### src/rtl/fcd_pkg.sv
package fcd_pkg;
  localparam int BYTE_W   = 8;
  localparam int ADDR_W   = 14;
  localparam int FN_W     = 13;
  localparam int NIB_W    = 4;
  localparam int GRP1_W   = NIB_W + 1;
  localparam int LO_BASE  = GRP1_W;
  localparam int HI_BASE  = LO_BASE + NIB_W;
  localparam int OPC_W    = 3;

  localparam logic [OPC_W-1:0] OPC_REV  = 3'b010;
  localparam logic [OPC_W-1:0] OPC_FWD  = 3'b011;
  localparam logic [OPC_W-1:0] OPC_GRP1 = 3'b100;
  localparam logic [OPC_W-1:0] OPC_GRP2 = 3'b101;

  typedef struct packed {
    logic grp1;
    logic nib_lo;
    logic nib_hi;
    logic dir;
  } fcd_wr_t;
endpackage

### src/rtl/fcd_reset_sync.sv
module fcd_reset_sync #(
  parameter int STAGES = 2
) (
  input  logic clk,
  input  logic rst_n,
  output logic rst_sync_n
);
  logic [STAGES-1:0] sync_q;

  always_ff @(posedge clk or negedge rst_n) begin
    if (!rst_n) begin
      sync_q <= '0;
    end else begin
      sync_q <= {sync_q[STAGES-2:0], 1'b1};
    end
  end

  assign rst_sync_n = sync_q[STAGES-1];
endmodule

### src/rtl/fcd_addr_extract.sv
module fcd_addr_extract
  import fcd_pkg::*;
#(
  parameter int HEAD_BYTES = 3,
  parameter int MAX_BYTES  = 4,
  parameter int CNT_W      = 3
) (
  input  logic [HEAD_BYTES*BYTE_W-1:0] pkt_head,
  input  logic [CNT_W-1:0]             pkt_nbytes,
  output logic [ADDR_W-1:0]            addr,
  output logic [BYTE_W-1:0]            instr,
  output logic                         len_ok
);
  localparam int HI_ADDR_W = ADDR_W - BYTE_W;
  localparam logic [CNT_W-1:0] MIN_SHORT = CNT_W'(2);
  localparam logic [CNT_W-1:0] MIN_LONG  = CNT_W'(3);
  localparam logic [CNT_W-1:0] MAX_CNT   = CNT_W'(MAX_BYTES);

  logic [BYTE_W-1:0] byte_q [HEAD_BYTES];
  logic              long_fmt;

  for (genvar i = 0; i < HEAD_BYTES; i++) begin : g_split
    assign byte_q[i] = pkt_head[i*BYTE_W +: BYTE_W];
  end

  assign long_fmt = &byte_q[0][BYTE_W-1:BYTE_W-2];

  always_comb begin
    if (long_fmt) begin
      addr   = {byte_q[0][HI_ADDR_W-1:0], byte_q[1]};
      instr  = byte_q[2];
      len_ok = (pkt_nbytes >= MIN_LONG) && (pkt_nbytes <= MAX_CNT);
    end else begin
      addr   = {{HI_ADDR_W{1'b0}}, byte_q[0]};
      instr  = byte_q[1];
      len_ok = (pkt_nbytes >= MIN_SHORT) && (pkt_nbytes <= MAX_CNT);
    end
  end
endmodule

### src/rtl/fcd_instr_decode.sv
module fcd_instr_decode
  import fcd_pkg::*;
(
  input  logic              accept,
  input  logic [BYTE_W-1:0] instr,
  output fcd_wr_t           wr,
  output logic [NIB_W-1:0]  nib,
  output logic              f0_bit,
  output logic              dir_fwd
);
  logic [OPC_W-1:0] opc;

  assign opc     = instr[BYTE_W-1 -: OPC_W];
  assign nib     = instr[NIB_W-1:0];
  assign f0_bit  = instr[NIB_W];
  assign dir_fwd = instr[BYTE_W-OPC_W];

  always_comb begin
    wr = '0;
    if (accept) begin
      unique case (opc)
        OPC_GRP1: wr.grp1 = 1'b1;
        OPC_GRP2: begin
          if (instr[NIB_W]) wr.nib_lo = 1'b1;
          else              wr.nib_hi = 1'b1;
        end
        OPC_REV, OPC_FWD: wr.dir = 1'b1;
        default: wr = '0;
      endcase
    end
  end
endmodule

### src/rtl/fcd_state_regs.sv
module fcd_state_regs
  import fcd_pkg::*;
(
  input  logic             clk,
  input  logic             rst_n,
  input  fcd_wr_t          wr,
  input  logic [NIB_W-1:0] nib,
  input  logic             f0_bit,
  input  logic             dir_fwd,
  output logic [FN_W-1:0]  func_q,
  output logic             fwd_q
);
  logic [FN_W-1:0] func_d;
  logic            fwd_d;
  logic            upd_en;

  assign upd_en = wr.grp1 | wr.nib_lo | wr.nib_hi | wr.dir;

  always_comb begin
    func_d = func_q;
    fwd_d  = fwd_q;
    if (wr.grp1)   func_d[GRP1_W-1:0]            = {nib, f0_bit};
    if (wr.nib_lo) func_d[LO_BASE +: NIB_W]      = nib;
    if (wr.nib_hi) func_d[HI_BASE +: NIB_W]      = nib;
    if (wr.dir)    fwd_d                         = dir_fwd;
  end

  always_ff @(posedge clk or negedge rst_n) begin
    if (!rst_n) begin
      func_q <= '0;
      fwd_q  <= 1'b0;
    end else if (upd_en) begin
      func_q <= func_d;
      fwd_q  <= fwd_d;
    end
  end
endmodule

### src/rtl/fn_cmd_decoder.sv
module fn_cmd_decoder
  import fcd_pkg::*;
#(
  parameter  int MAX_BYTES  = 4,
  parameter  int HEAD_BYTES = 3,
  localparam int CNT_W      = $clog2(MAX_BYTES + 1)
) (
  input  logic                         clk,
  input  logic                         rst_n,
  input  logic                         pkt_valid,
  input  logic                         pkt_bad,
  input  logic [HEAD_BYTES*BYTE_W-1:0] pkt_head,
  input  logic [CNT_W-1:0]             pkt_nbytes,
  input  logic [ADDR_W-1:0]            cfg_addr,
  output logic [FN_W-1:0]              func_out,
  output logic                         fwd_out
);
  logic              rst_sync_n;
  logic [ADDR_W-1:0] pkt_addr;
  logic [BYTE_W-1:0] pkt_instr;
  logic              len_ok;
  logic              accept;
  fcd_wr_t           wr_en;
  logic [NIB_W-1:0]  nib;
  logic              f0_bit;
  logic              dir_fwd;

  fcd_reset_sync #(.STAGES(2)) u_rst (
    .clk        (clk),
    .rst_n      (rst_n),
    .rst_sync_n (rst_sync_n)
  );

  fcd_addr_extract #(
    .HEAD_BYTES (HEAD_BYTES),
    .MAX_BYTES  (MAX_BYTES),
    .CNT_W      (CNT_W)
  ) u_extract (
    .pkt_head   (pkt_head),
    .pkt_nbytes (pkt_nbytes),
    .addr       (pkt_addr),
    .instr      (pkt_instr),
    .len_ok     (len_ok)
  );

  assign accept = pkt_valid & ~pkt_bad & len_ok & (pkt_addr == cfg_addr);

  fcd_instr_decode u_decode (
    .accept  (accept),
    .instr   (pkt_instr),
    .wr      (wr_en),
    .nib     (nib),
    .f0_bit  (f0_bit),
    .dir_fwd (dir_fwd)
  );

  fcd_state_regs u_state (
    .clk     (clk),
    .rst_n   (rst_sync_n),
    .wr      (wr_en),
    .nib     (nib),
    .f0_bit  (f0_bit),
    .dir_fwd (dir_fwd),
    .func_q  (func_out),
    .fwd_q   (fwd_out)
  );
endmodule

### config.mk
export PLATFORM = sky130hd
export DESIGN_NAME = fn_cmd_decoder
export DESIGN_NICKNAME = d
export VERILOG_FILES = /design/src/rtl/fcd_pkg.sv /design/src/rtl/fcd_reset_sync.sv /design/src/rtl/fcd_addr_extract.sv /design/src/rtl/fcd_instr_decode.sv /design/src/rtl/fcd_state_regs.sv /design/src/rtl/fn_cmd_decoder.sv
export SDC_FILE = /design/constraint.sdc
export NUM_CORES = 1
export LEC_CHECK = 0
export BUFFER_PORTS_ARGS = -buffer_cell sky130_fd_sc_hd__buf_2
export CORE_ASPECT_RATIO = 1.2
export CORE_MARGIN = 5
export CORE_UTILIZATION = 48
export DETAILED_ROUTE_END_ITERATION = 12
export GPL_ROUTABILITY_DRIVEN = 0
export PLACE_DENSITY = 0.84
export REMOVE_ABC_BUFFERS = 1
export SYNTH_ARGS = -nofsm -noshare
export SYNTH_HDL_FRONTEND = slang
export SYNTH_HIERARCHICAL = 1
export SYNTH_SLANG_ARGS = --single-unit
### constraint.sdc
create_clock -name clk -period 1 [get_ports clk]
set_input_delay 0.2 -clock clk [delete_from_list [all_inputs] [get_ports clk]]
set_output_delay 0.2 -clock clk [all_outputs]
set_load 0.02 [all_outputs]
==> results of run 1 <==
power breakdown:
group	total (mW)	leakage, nW	switching [mW]	internal, mW
Sequential	0.652	0.219	0.00178	0.651
Combinational	0.443	0.730	0.189	0.253
Clock	0.423	0.0210	0.201	0.222
sequential cells by signal, summed over array words and instances (netlist names):
signal          cells
u_state/func_q     13
u_state/fwd_q       1
u_rst/sync_q        2
critical path, delay by kind of cell:
family / cells / cell delay, ns
xor+xnor: 1 / 0.18
simple gates: 4 / 1.03
mux: 2 / 0.63
buf+inv: 1 / 0.11
cell type report:
type	count	share of cell area [%]
clock buffers	4	2.01
inverters	3	0.624
multi-input cells	68	42.2
flip-flops and latches	16	22.2
well taps	31	2.15
repair buffers	77	30.8
synthesized netlist by cell type (all sizes together):
library cell and count:
mux2 28, dfrtp 16, xnor2 14, buf 7, and3 6, inv 3
nand4 3, a21boi 2, and3b 2, nand2 2, a31o 1, and4 1
and4b 1, conb 1, nand3 1, nand3b 1, nor2 1, nor2b 1
nor3b 1, nor4 1
logic make-up (layout without fill, tap and decap cells):
family,count (synthesis),in the layout,synth area share [%]
AO/OA/AOI/OAI,3,3,2.10
XOR/XNOR,14,14,10.8
buffers and inverters,10,84,5.96
flip-flops,16,16,35.3
multiplexers,28,28,31.1
other,1,1,0.331
AND/OR/NAND/NOR,21,22,14.3
timing repair:
action                                  4_1_cts  5_1_grt
gates cloned                                  1        0
hold buffers                                  1        0
endpoints found under the hold margin         2        0
setup buffers                                 4        2
pin swaps                                     9        9
endpoints found under the setup margin       28       28
gates resized for setup                      54        3
how the worst max path moves through the flow:
stage | from | slack (ns) | to | cells after the start
after global placement | pkt_head[6] | -1.33 | u_state/func_q[10] | 8
after CTS | pkt_head[7] | -0.90 | u_state/func_q[12] | 8
final | pkt_head[7] | -0.97 | u_state/func_q[12] | 8
after floorplan | pkt_head[6] | -1.03 | u_state/func_q[10] | 7
after global routing | pkt_head[7] | -1.06 | u_state/func_q[12] | 8
after detailed placement | pkt_head[6] | -1.41 | u_state/func_q[11] | 8
per-layer routing:
layer  GRT usage, %  up-vias
met4           12.5        0
met5              0        -
li1               -      477
met1           24.0      512
met3           4.25       15
met2           38.0       64
per-stage QoR:
stage | utilization (%) | power [mW] | hold slack [ns]
final | 79.1 | 1.52 | 0.170
after global placement | 65.6 | 1.01 | -0.0157
after global routing | 79.1 | 1.58 | 0.200
after detailed placement | 65.6 | 1.02 | -0.0118
after CTS | 77.8 | 1.50 | 0.174
after floorplan | - | 0.851 | -0.0956
==> results.py, run 1 <==
metrics = {
    "synthesis": {
        "syn_area_mm2": 0.00113,
        "netlist-cell-type-count": 26,
        "synthDominantCellAreaShare_pct": 35.3,
        "syn_area_per_cell_um2": 12.2,
        "postSynthRegisterBits": 16,
        "post_synth_inst_count": 93,
        "ys_seq_area_share_pct": 35.3,
        "synth_top_cells_by_area": "sky130_fd_sc_hd__dfrtp_1 (35%), sky130_fd_sc_hd__mux2_4 (13%), sky130_fd_sc_hd__mux2_1 (13%)",
        "synth_area_leader_cell": "sky130_fd_sc_hd__dfrtp_1",
        "ys.warnings.count": 6,
    },
    "floorplanning": {
        "dieArea_mm2": 0.00344,
        "io_pins": 59,
        "placementRows": 19,
        "core_area_mm2": 0.00228,
        "initial_utilization_pct": 49.7,
        "chipWidth_um": 54.4,
        "fp.dieH_um": 63.2,
    },
    "run": {
        "max_cap_violations": 0,
    },
    "routing": {
        "vias": 1068,
        "remaining_drcs": 0,
        "met3_wirelength_um": 321,
        "met2WireLength_mm": 1.95,
        "antenna_violating_nets_post_route": 0,
        "wl_met1_mm": 1.48,
        "vias_per_cell": 5.37,
        "route.detailed.wl_per_inst_um": 19.5,
        "routed_wl_mm": 3.89,
        "drt_pass1_iterations": 4,
        "dr.first_iter.drc_count": 40,
        "top_signal_layer_used": "met4",
    },
    "timing": {
        "tns_ns": -13.59,
        "setup-violations-final": 28,
        "maxSlewViolCount": 0,
        "final.min_clock_period_ns": 1.97,
        "final.setup.worst_slack_ns": -0.969,
        "post-route-period-util_pct": 197,
        "max_freq_mhz": 508,
        "unrepaired_setup_endpoints_after_global_routing": "true",
        "hold_viol": 0,
        "worst_clock_skew_ns": 0.00342,
    },
    "grt": {
        "gr-total-overflow": 0,
        "grt_first_pass_wirelength_mm": 5.60,
        "grt_start_max_net_pins": 10,
        "number_of_global_route_vias_before_repair": 1212,
        "grt_antenna_before_repair": 0,
        "overall_global_routing_resource_usage_pct": 22.1,
    },
    "worst_setup_path": {
        "crit_required_ns": 1.18,
        "cpMostUsedCell": "sky130_fd_sc_hd__mux2_4",
        "regToRegEndpoint": "u_state/func_q[6]",
        "critPathArrivalTime_ns": 2.15,
        "critical_path_peak_fanout": 6,
        "r2r_setup_slack_ns": 0.04,
        "critical-path-max-stage-delay_ns": 0.40,
        "worst_setup_path_type": "in -> reg",
        "setup.worst_path.end_class": "flip-flop",
        "cp_slowest_cell": "sky130_fd_sc_hd__and4b_2",
        "worst_r2r_path_depth": 2,
        "setup.worst_path.start_class": "primary input",
        "regToRegStartpoint": "u_state/func_q[6]",
        "timing.critical_path.cells": "buf_12, nand2_8, mux2_4, xnor2_1, nand4_1, nor4_4, and4b_2, mux2_4",
    },
    "place": {
        "post_placement_setup_slack_ns": -1.41,
        "numPortBuffers": 58,
        "placedCellCount": 187,
        "placedInstanceArea_mm2": 0.00150,
        "dp_hpwl_mm": 2.40,
    },
    "cells_and_area": {
        "final_common_cell": "sky130_fd_sc_hd__buf_2",
        "stdcell_area_mm2": 0.00181,
        "design.final.nets": 214,
        "multiInputGateArea_um2": 762,
        "antenna_cells": 0,
        "drive_gt1_share_pct": 70.8,
        "area_growth_pct": 59.3,
        "fillCellCount": 138,
        "seqCellArea_um2": 400,
        "finalNonFillerCells": 199,
        "mostFrequentLayoutCells": "sky130_fd_sc_hd__buf_2 (42), sky130_fd_sc_hd__mux2_4 (20), sky130_fd_sc_hd__buf_4 (17)",
    },
    "cts": {
        "cts-buffers-inserted": 3,
        "clock_tree.htree_level_count": 1,
        "cts.reportedPaths.clkPinSlew_ns": 0.09,
        "worst_skew_pair.late_latency_ns": 0.29,
        "tritoncts": "built",
        "cts.path.max_buffers": 2,
        "clockRootBuffer": "sky130_fd_sc_hd__clkbuf_4",
        "cts.sinks": 16,
    },
    "worst_hold_path": {
        "hold_path_class": "reg -> async",
    },
    "pwr": {
        "static-leakage-power_nw": 0.970,
        "power.density_cell_area_mw_per_mm2": 841,
        "max-vdd-ir-drop_mv": 0.888,
    },
    "run_status": {
        "failed_checks": "setup timing",
        "status": "finished, violations left",
    },
}
No activity file was read; power rests on OpenSTA's default activity.
==> inputs of run 2 (changes only) <==
- ABC_AREA: default -> 1
- CORE_UTILIZATION: 48 -> 49
- CTS_CLUSTER_SIZE: default -> 16
- MAX_ROUTING_LAYER: default -> met4
==> run 2 against run 1 <==
  * The flow still finishes with violations (setup timing)
  * Largest cell class unchanged
  * Highest routed layer unchanged
  * Final area grew 15%
  * Clock power grew 6.6%
  * Die area grew 5.2%
  * Total power grew 3.9%
  * Largest power group unchanged
  * Combinational power grew 7.2%
==> results.py, run 2 <==
metrics = {
    "routing": {
        "route.detailed.wl_per_inst_um": 14.8,
        "drt_pass1_iterations": 4,
        "routed_wl_mm": 4.62,
        "vias": 1560,
        "vias_per_cell": 5.00,
        "antenna_violating_nets_post_route": 0,
        "dr.first_iter.drc_count": 78,
        "remaining_drcs": 0,
    },
    "worst_setup_path": {
        "setup.worst_path.start_class": "primary input",
        "worst_setup_path_type": "in -> reg",
        "cp_slowest_cell": "sky130_fd_sc_hd__nor2_4",
        "setup.worst_path.start": "pkt_head[7]",
        "timing.critical_path.cells": "buf_12, buf_12, nand3_4, nand2_2, xnor2_1, nand2_1, nor2_1, nand2_1, nor2_4, buf_6, nand2_4, nor2_4, inv_2, nand2_1, nand2_1",
        "setup.worst_path.end_class": "flip-flop",
        "cpMostUsedCell": "sky130_fd_sc_hd__nand2_1",
        "critical-path-max-stage-delay_ns": 0.16,
        "crit_required_ns": 1.19,
        "worst_r2r_path_depth": 4,
        "regToRegStartpoint": "u_state/func_q[0]",
        "critPathArrivalTime_ns": 1.71,
        "critical_path_peak_fanout": 6,
    },
    "floorplanning": {
        "dieArea_mm2": 0.00362,
        "chipWidth_um": 55.7,
        "fp.dieH_um": 64.9,
        "core_area_mm2": 0.00248,
        "placementRows": 20,
        "io_pins": 59,
        "initial_utilization_pct": 49.6,
    },
    "cts": {
        "clockRootBuffer": "sky130_fd_sc_hd__clkbuf_4",
        "cts.path.max_buffers": 2,
        "cts-buffers-inserted": 3,
        "clock_tree.htree_level_count": 1,
        "cts.reportedPaths.clkPinSlew_ns": 0.10,
        "worst_skew_pair.late_latency_ns": 0.31,
        "cts.sinks": 16,
        "tritoncts": "built",
    },
    "cells_and_area": {
        "seqCellArea_um2": 400,
        "drive_gt1_share_pct": 48.4,
        "area_growth_pct": 68.4,
        "mostFrequentLayoutCells": "sky130_fd_sc_hd__nand2_1 (76), sky130_fd_sc_hd__buf_2 (42), sky130_fd_sc_hd__buf_4 (28)",
        "fillCellCount": 147,
        "final_common_cell": "sky130_fd_sc_hd__nand2_1",
        "finish.utilization_pct": 83.6,
        "design.final.nets": 325,
        "finalNonFillerCells": 312,
        "regMostFlops": "u_state/func_q",
        "max_reg_flops": 13,
        "stdcell_area_mm2": 0.00207,
        "multiInputGateArea_um2": 768,
        "layout_top_registers": "u_state/func_q: 13 flops, u_rst/sync_q: 2 flops, u_state/fwd_q: 1 flops",
        "antenna_cells": 0,
    },
    "timing": {
        "post-route-period-util_pct": 152,
        "setup-violations-final": 28,
        "tns_ns": -7.23,
        "worst_clock_skew_ns": 0.00847,
        "maxSlewViolCount": 0,
        "final.setup.worst_slack_ns": -0.524,
        "max_freq_mhz": 656,
        "hold_viol": 0,
        "unrepaired_setup_endpoints_after_global_routing": "true",
        "tightest_hold_margin_ns": 0.164,
        "final.min_clock_period_ns": 1.52,
    },
    "run": {
        "max_cap_violations": 0,
    },
    "place": {
        "numPortBuffers": 58,
        "post_placement_setup_slack_ns": -0.829,
        "placedCellCount": 290,
        "dp_hpwl_mm": 2.51,
        "placedInstanceArea_mm2": 0.00162,
    },
    "synthesis": {
        "ys_seq_area_share_pct": 32.6,
        "synth-edff-count": 0,
        "synth_adder_area_share_pct": 0,
        "ys.warnings.count": 6,
        "most_used_standard_cells_in_the_synthesized_netlist": "sky130_fd_sc_hd__nand2_1 (91), sky130_fd_sc_hd__inv_1 (20), sky130_fd_sc_hd__nand3_1 (18), sky130_fd_sc_hd__dfrtp_1 (16), sky130_fd_sc_hd__nor2_1 (14)",
        "synthDominantCellAreaShare_pct": 32.6,
        "syn_area_mm2": 0.00123,
        "synth_most_common_cell": "sky130_fd_sc_hd__nand2_1",
        "synth_area_leader_cell": "sky130_fd_sc_hd__dfrtp_1",
        "synth_compound_area_share_pct": 1.42,
        "yosys_most_used_dff": "sky130_fd_sc_hd__dfrtp_1",
        "dominant_combinational_cell_family_by_area_after_synthesis": "simple AND/OR/NAND/NOR gates",
        "async_flop_share_pct": 100,
        "synth_top_cells_by_area": "sky130_fd_sc_hd__dfrtp_1 (33%), sky130_fd_sc_hd__nand2_1 (28%), sky130_fd_sc_hd__nand3_1 (7.3%)",
        "synthXorXnorAreaFrac_pct": 7.83,
        "synthMuxAreaShare_pct": 0,
        "post_synth_inst_count": 192,
        "synth-simple-area-share_pct": 42.3,
        "postSynthRegisterBits": 16,
        "syn_area_per_cell_um2": 6.41,
        "netlist-cell-type-count": 16,
    },
    "grt": {
        "overall_global_routing_resource_usage_pct": 22.9,
        "grt_first_pass_wirelength_mm": 6.41,
        "gr-total-overflow": 0,
        "grt_start_max_net_pins": 15,
        "number_of_global_route_vias_before_repair": 1502,
        "grt_antenna_before_repair": 0,
    },
    "pwr": {
        "share_seq_of_total_power_pct": 41.3,
        "p_clk_share_pct": 28.6,
        "comb_power_share_pct": 30.1,
        "switching_share_pct": 29.7,
        "netSwitchingPower_mw": 0.469,
        "intPower_mw": 1.11,
        "power.density_cell_area_mw_per_mm2": 762,
        "design_power_total_mw": 1.58,
        "static-leakage-power_nw": 1.18,
        "max-vdd-ir-drop_mv": 0.625,
    },
    "run_status": {
        "failed_checks": "setup timing",
        "status": "finished, violations left",
    },
    "worst_hold_path": {
        "hold_path_class": "reg -> async",
    },
}
==> run 2: path summary, 6_finish.rpt <==
path	to	slack (ns)
setup / recovery	u_state/func_q[8]	-0.52
hold / removal	u_state/func_q[6]	0.16
setup reg to reg	u_state/func_q[0]	0.13
hold reg to reg	u_state/func_q[6]	0.16
max in group asynchronous	u_rst/sync_q[0]	0.66
min in group clk	u_state/func_q[7]	0.29
==> run 2: critical path: cells and delay by family <==
family | cells | cell delay (ns)
xor+xnor | 1 | 0.15
buf+inv | 4 | 0.46
simple gates | 10 | 0.90
==> run 2: layout make-up <==
| cell class | instances | area share [%] |
|---|---|---|
| timing repair buffer | 94 | 35.8 |
| sequential | 16 | 19.3 |
| tap | 33 | 1.99 |
| clock buffer | 4 | 1.75 |
| multi-input combinational | 144 | 37.1 |
| inverter | 21 | 4.05 |
==> run 2: logic make-up after synthesis <==
| group | Yosys count |
|---|---|
| simple gates | 128 |
| buf+inv | 33 |
| flops | 16 |
| xor+xnor | 11 |
| compound gates | 3 |
| other cells | 1 |
==> run 2: power groups by stage <==
stage          clock network, mW  registers, mW  logic [mW]
6_report                   0.451          0.651       0.475
5_1_grt                    0.480          0.652       0.522
4_1_cts                    0.427          0.651       0.431
3_5_place_dp                   0          0.664       0.381
3_3_place_gp                   0          0.664       0.375
2_1_floorplan                  0          0.672       0.163
==> run 2: repair_timing <==
action	4_1_cts	5_1_grt
endpoints found under the setup margin	28	28
resized for setup	49	30
pin swaps	16	22
hold buffers	1	0
gates cloned	2	0
setup buffers	12	3
hold endpoints to repair	2	0
==> run 2: routing by layer <==
metal,vias to the layer above,share of wire (%),track usage (%)
met5,-,0,-
met4,0,6.4,9.73
met3,29,6.3,2.39
met2,92,53,44.7
met1,698,34,22.9
li1,741,-,-
==> inputs of run 3 (changes only) <==
- BUFFER_PORTS_ARGS: -buffer_cell sky130_fd_sc_hd__buf_2 -> default
- CORE_UTILIZATION: 49 -> 50
- DONT_BUFFER_PORTS: default -> 1
- PLACE_DENSITY: 0.84 -> default
==> run 3 against run 2 <==
  * The run still ends with setup timing left
  * Hold slack worse by 0.033 ns
  * Combinational power is 51% lower
  * Sequential cell count stayed put
  * Wire length is 41% lower
  * Largest power group unchanged
  * Worst setup slack better by 0.30 ns
  * Register-to-register slack better by 0.14 ns
  * Global-route usage is 6.8 points lower
  * Highest routed layer unchanged
  * Utilization is 25 points lower
  * Clock power is 6.9% lower
  * Via count is 29% lower
==> results.py, run 3 (synthesized netlist as in run 2, its figures left out) <==
metrics = {
    "floorplanning": {
        "core_area_mm2": 0.00233,
        "fp.dieH_um": 64.3,
        "io_pins": 59,
        "dieArea_mm2": 0.00356,
        "placementRows": 19,
        "chipWidth_um": 55.3,
        "initial_utilization_pct": 52.8,
    },
    "place": {
        "placedCellCount": 218,
        "dp_hpwl_mm": 2.24,
        "placedInstanceArea_mm2": 0.00121,
        "numPortBuffers": 0,
    },
    "cells_and_area": {
        "finalNonFillerCells": 225,
        "max_reg_flops": 13,
        "final_common_cell": "sky130_fd_sc_hd__nand2_1",
        "layout_top_registers": "u_state/func_q: 13 flops, u_rst/sync_q: 2 flops, u_state/fwd_q: 1 flops",
        "mostFrequentLayoutCells": "sky130_fd_sc_hd__nand2_1 (80), sky130_fd_sc_hd__nand3_1 (17), sky130_fd_sc_hd__inv_1 (15)",
        "drive_gt1_share_pct": 22.2,
        "regMostFlops": "u_state/func_q",
        "area_growth_pct": 11.0,
        "design.final.nets": 240,
        "fillCellCount": 248,
        "antenna_cells": 0,
        "stdcell_area_mm2": 0.00137,
    },
    "grt": {
        "grt_antenna_before_repair": 0,
        "grt_first_pass_wirelength_mm": 4.53,
        "number_of_global_route_vias_before_repair": 1080,
        "overall_global_routing_resource_usage_pct": 16.2,
        "gr-total-overflow": 0,
        "grt_start_max_net_pins": 20,
    },
    "worst_setup_path": {
        "critPathArrivalTime_ns": 1.45,
        "cp_slowest_cell": "sky130_fd_sc_hd__nor2_2",
        "setup.worst_path.start_class": "primary input",
        "critical_path.n_buffers_inverters": 3,
        "crit_required_ns": 1.23,
        "setup.worst_path.end_class": "flip-flop",
        "critical_path_peak_fanout": 4,
        "critical-path-max-stage-delay_ns": 0.14,
        "timing.critical_path.cells": "inv_8, nor2_2, nand2_1, nand2_1, nand2_1, nor2_1, o21ai_1, nor2_1, nand2_1, nor2_2, buf_4, nand2_4, nor2_4, buf_6, nand2_1, nand2_1",
        "worst_setup_path_type": "in -> reg",
        "crit_family": "simple AND/OR/NAND/NOR gates",
        "r2r_setup_slack_ns": 0.27,
        "cpMostUsedCell": "sky130_fd_sc_hd__nand2_1",
    },
    "cts": {
        "clock_tree.htree_level_count": 1,
        "worst_skew_pair.late_latency_ns": 0.29,
        "clockRootBuffer": "sky130_fd_sc_hd__clkbuf_4",
        "cts.reportedPaths.clkPinSlew_ns": 0.09,
        "cts.sinks": 16,
        "cts-buffers-inserted": 3,
        "tritoncts": "built",
        "cts.path.max_buffers": 2,
    },
    "timing": {
        "final.setup.worst_slack_ns": -0.220,
        "worst_clock_skew_ns": 0.000730,
        "setup-violations-final": 14,
        "max_freq_mhz": 819,
        "tightest_hold_margin_ns": 0.131,
        "unrepaired_setup_endpoints_after_global_routing": "true",
        "maxSlewViolCount": 0,
        "post-route-period-util_pct": 122,
        "final.min_clock_period_ns": 1.22,
        "hold_viol": 0,
    },
    "routing": {
        "vias_per_cell": 4.90,
        "remaining_drcs": 0,
        "drt_pass1_iterations": 4,
        "dr.first_iter.drc_count": 24,
        "antenna_violating_nets_post_route": 0,
        "vias": 1102,
        "routed_wl_mm": 2.71,
        "route.detailed.wl_per_inst_um": 12.0,
    },
    "run_status": {
        "status": "finished, violations left",
        "failed_checks": "setup timing",
    },
    "run": {
        "max_cap_violations": 0,
    },
    "pwr": {
        "power.density_cell_area_mw_per_mm2": 955,
        "static-leakage-power_nw": 0.737,
        "max-vdd-ir-drop_mv": 0.661,
    },
    "worst_hold_path": {
        "hold_path_class": "in -> async",
    },
}
run 3: repair_timing:
action	in CTS	in global routing
buffers inserted	0	1
setup endpoints to repair	14	15
endpoints found under the hold margin	2	0
cloned	1	0
pin swaps	11	16
hold buffers	1	0
resized for setup	15	21
run 3: metal layers:
metal	up-vias	GRT usage [%]	part of all wire [%]	routed length (µm)
met2	41	30.0	54	1450
met3	5	2.01	6.3	171
li1	571	-	-	-
met4	0	8.21	2.0	55
met1	485	16.5	38	1030
met5	-	-	0	0
run 3: through the flow:
step / power, mW / util, % / setup slack (ns) / TNS (ns)
finish: 1.30 / 58.6 / -0.220 / -2.58
global route: 1.38 / 58.6 / -0.380 / -4.79
CTS: 1.31 / 56.1 / -0.230 / -2.24
detailed placement: 0.879 / 51.9 / -0.671 / -8.70
global placement: 0.875 / 51.9 / -0.617 / -8.18
floorplan: 0.835 / - / -0.608 / -7.89
run 3: cell type report:
type | count | area [µm²] | area share (%)
Tap cell | 31 | 38.8 | 2.84
Inverter | 21 | 96.3 | 7.06
Multi-Input combinational cell | 144 | 713 | 52.2
Timing Repair Buffer | 9 | 77.6 | 5.68
Clock buffer | 4 | 36.3 | 2.66
Sequential cell | 16 | 403 | 29.5
run 3: path summary, 6_finish.rpt:
| check | startpoint | to | cells past startpoint |
|---|---|---|---|
| setup reg to reg | u_state/func_q[9] | u_state/func_q[9] | 2 |
| hold / removal | rst_n | u_rst/sync_q[1] | 1 |
| max in group asynchronous | u_rst/sync_q[1] | u_state/func_q[11] | 1 |
| setup / recovery | pkt_nbytes[1] | u_state/func_q[8] | 16 |
| hold reg to reg | u_rst/sync_q[1] | u_state/func_q[3] | 1 |
| min in group clk | pkt_head[21] | u_state/fwd_q | 4 |
run 3: report_power, final:
part | internal (mW) | total (mW) | switching (mW) | leakage [nW]
Clock | 0.222 | 0.420 | 0.198 | 0.0210
Sequential | 0.650 | 0.652 | 0.00112 | 0.216
Combinational | 0.106 | 0.233 | 0.127 | 0.500
run 3: worst register-to-register path, cell delays in order (launching register included):
cell,delay [ns]
sky130_fd_sc_hd__dfrtp_1,0.48
sky130_fd_sc_hd__nand2_2,0.11
sky130_fd_sc_hd__nand2_2,0.05
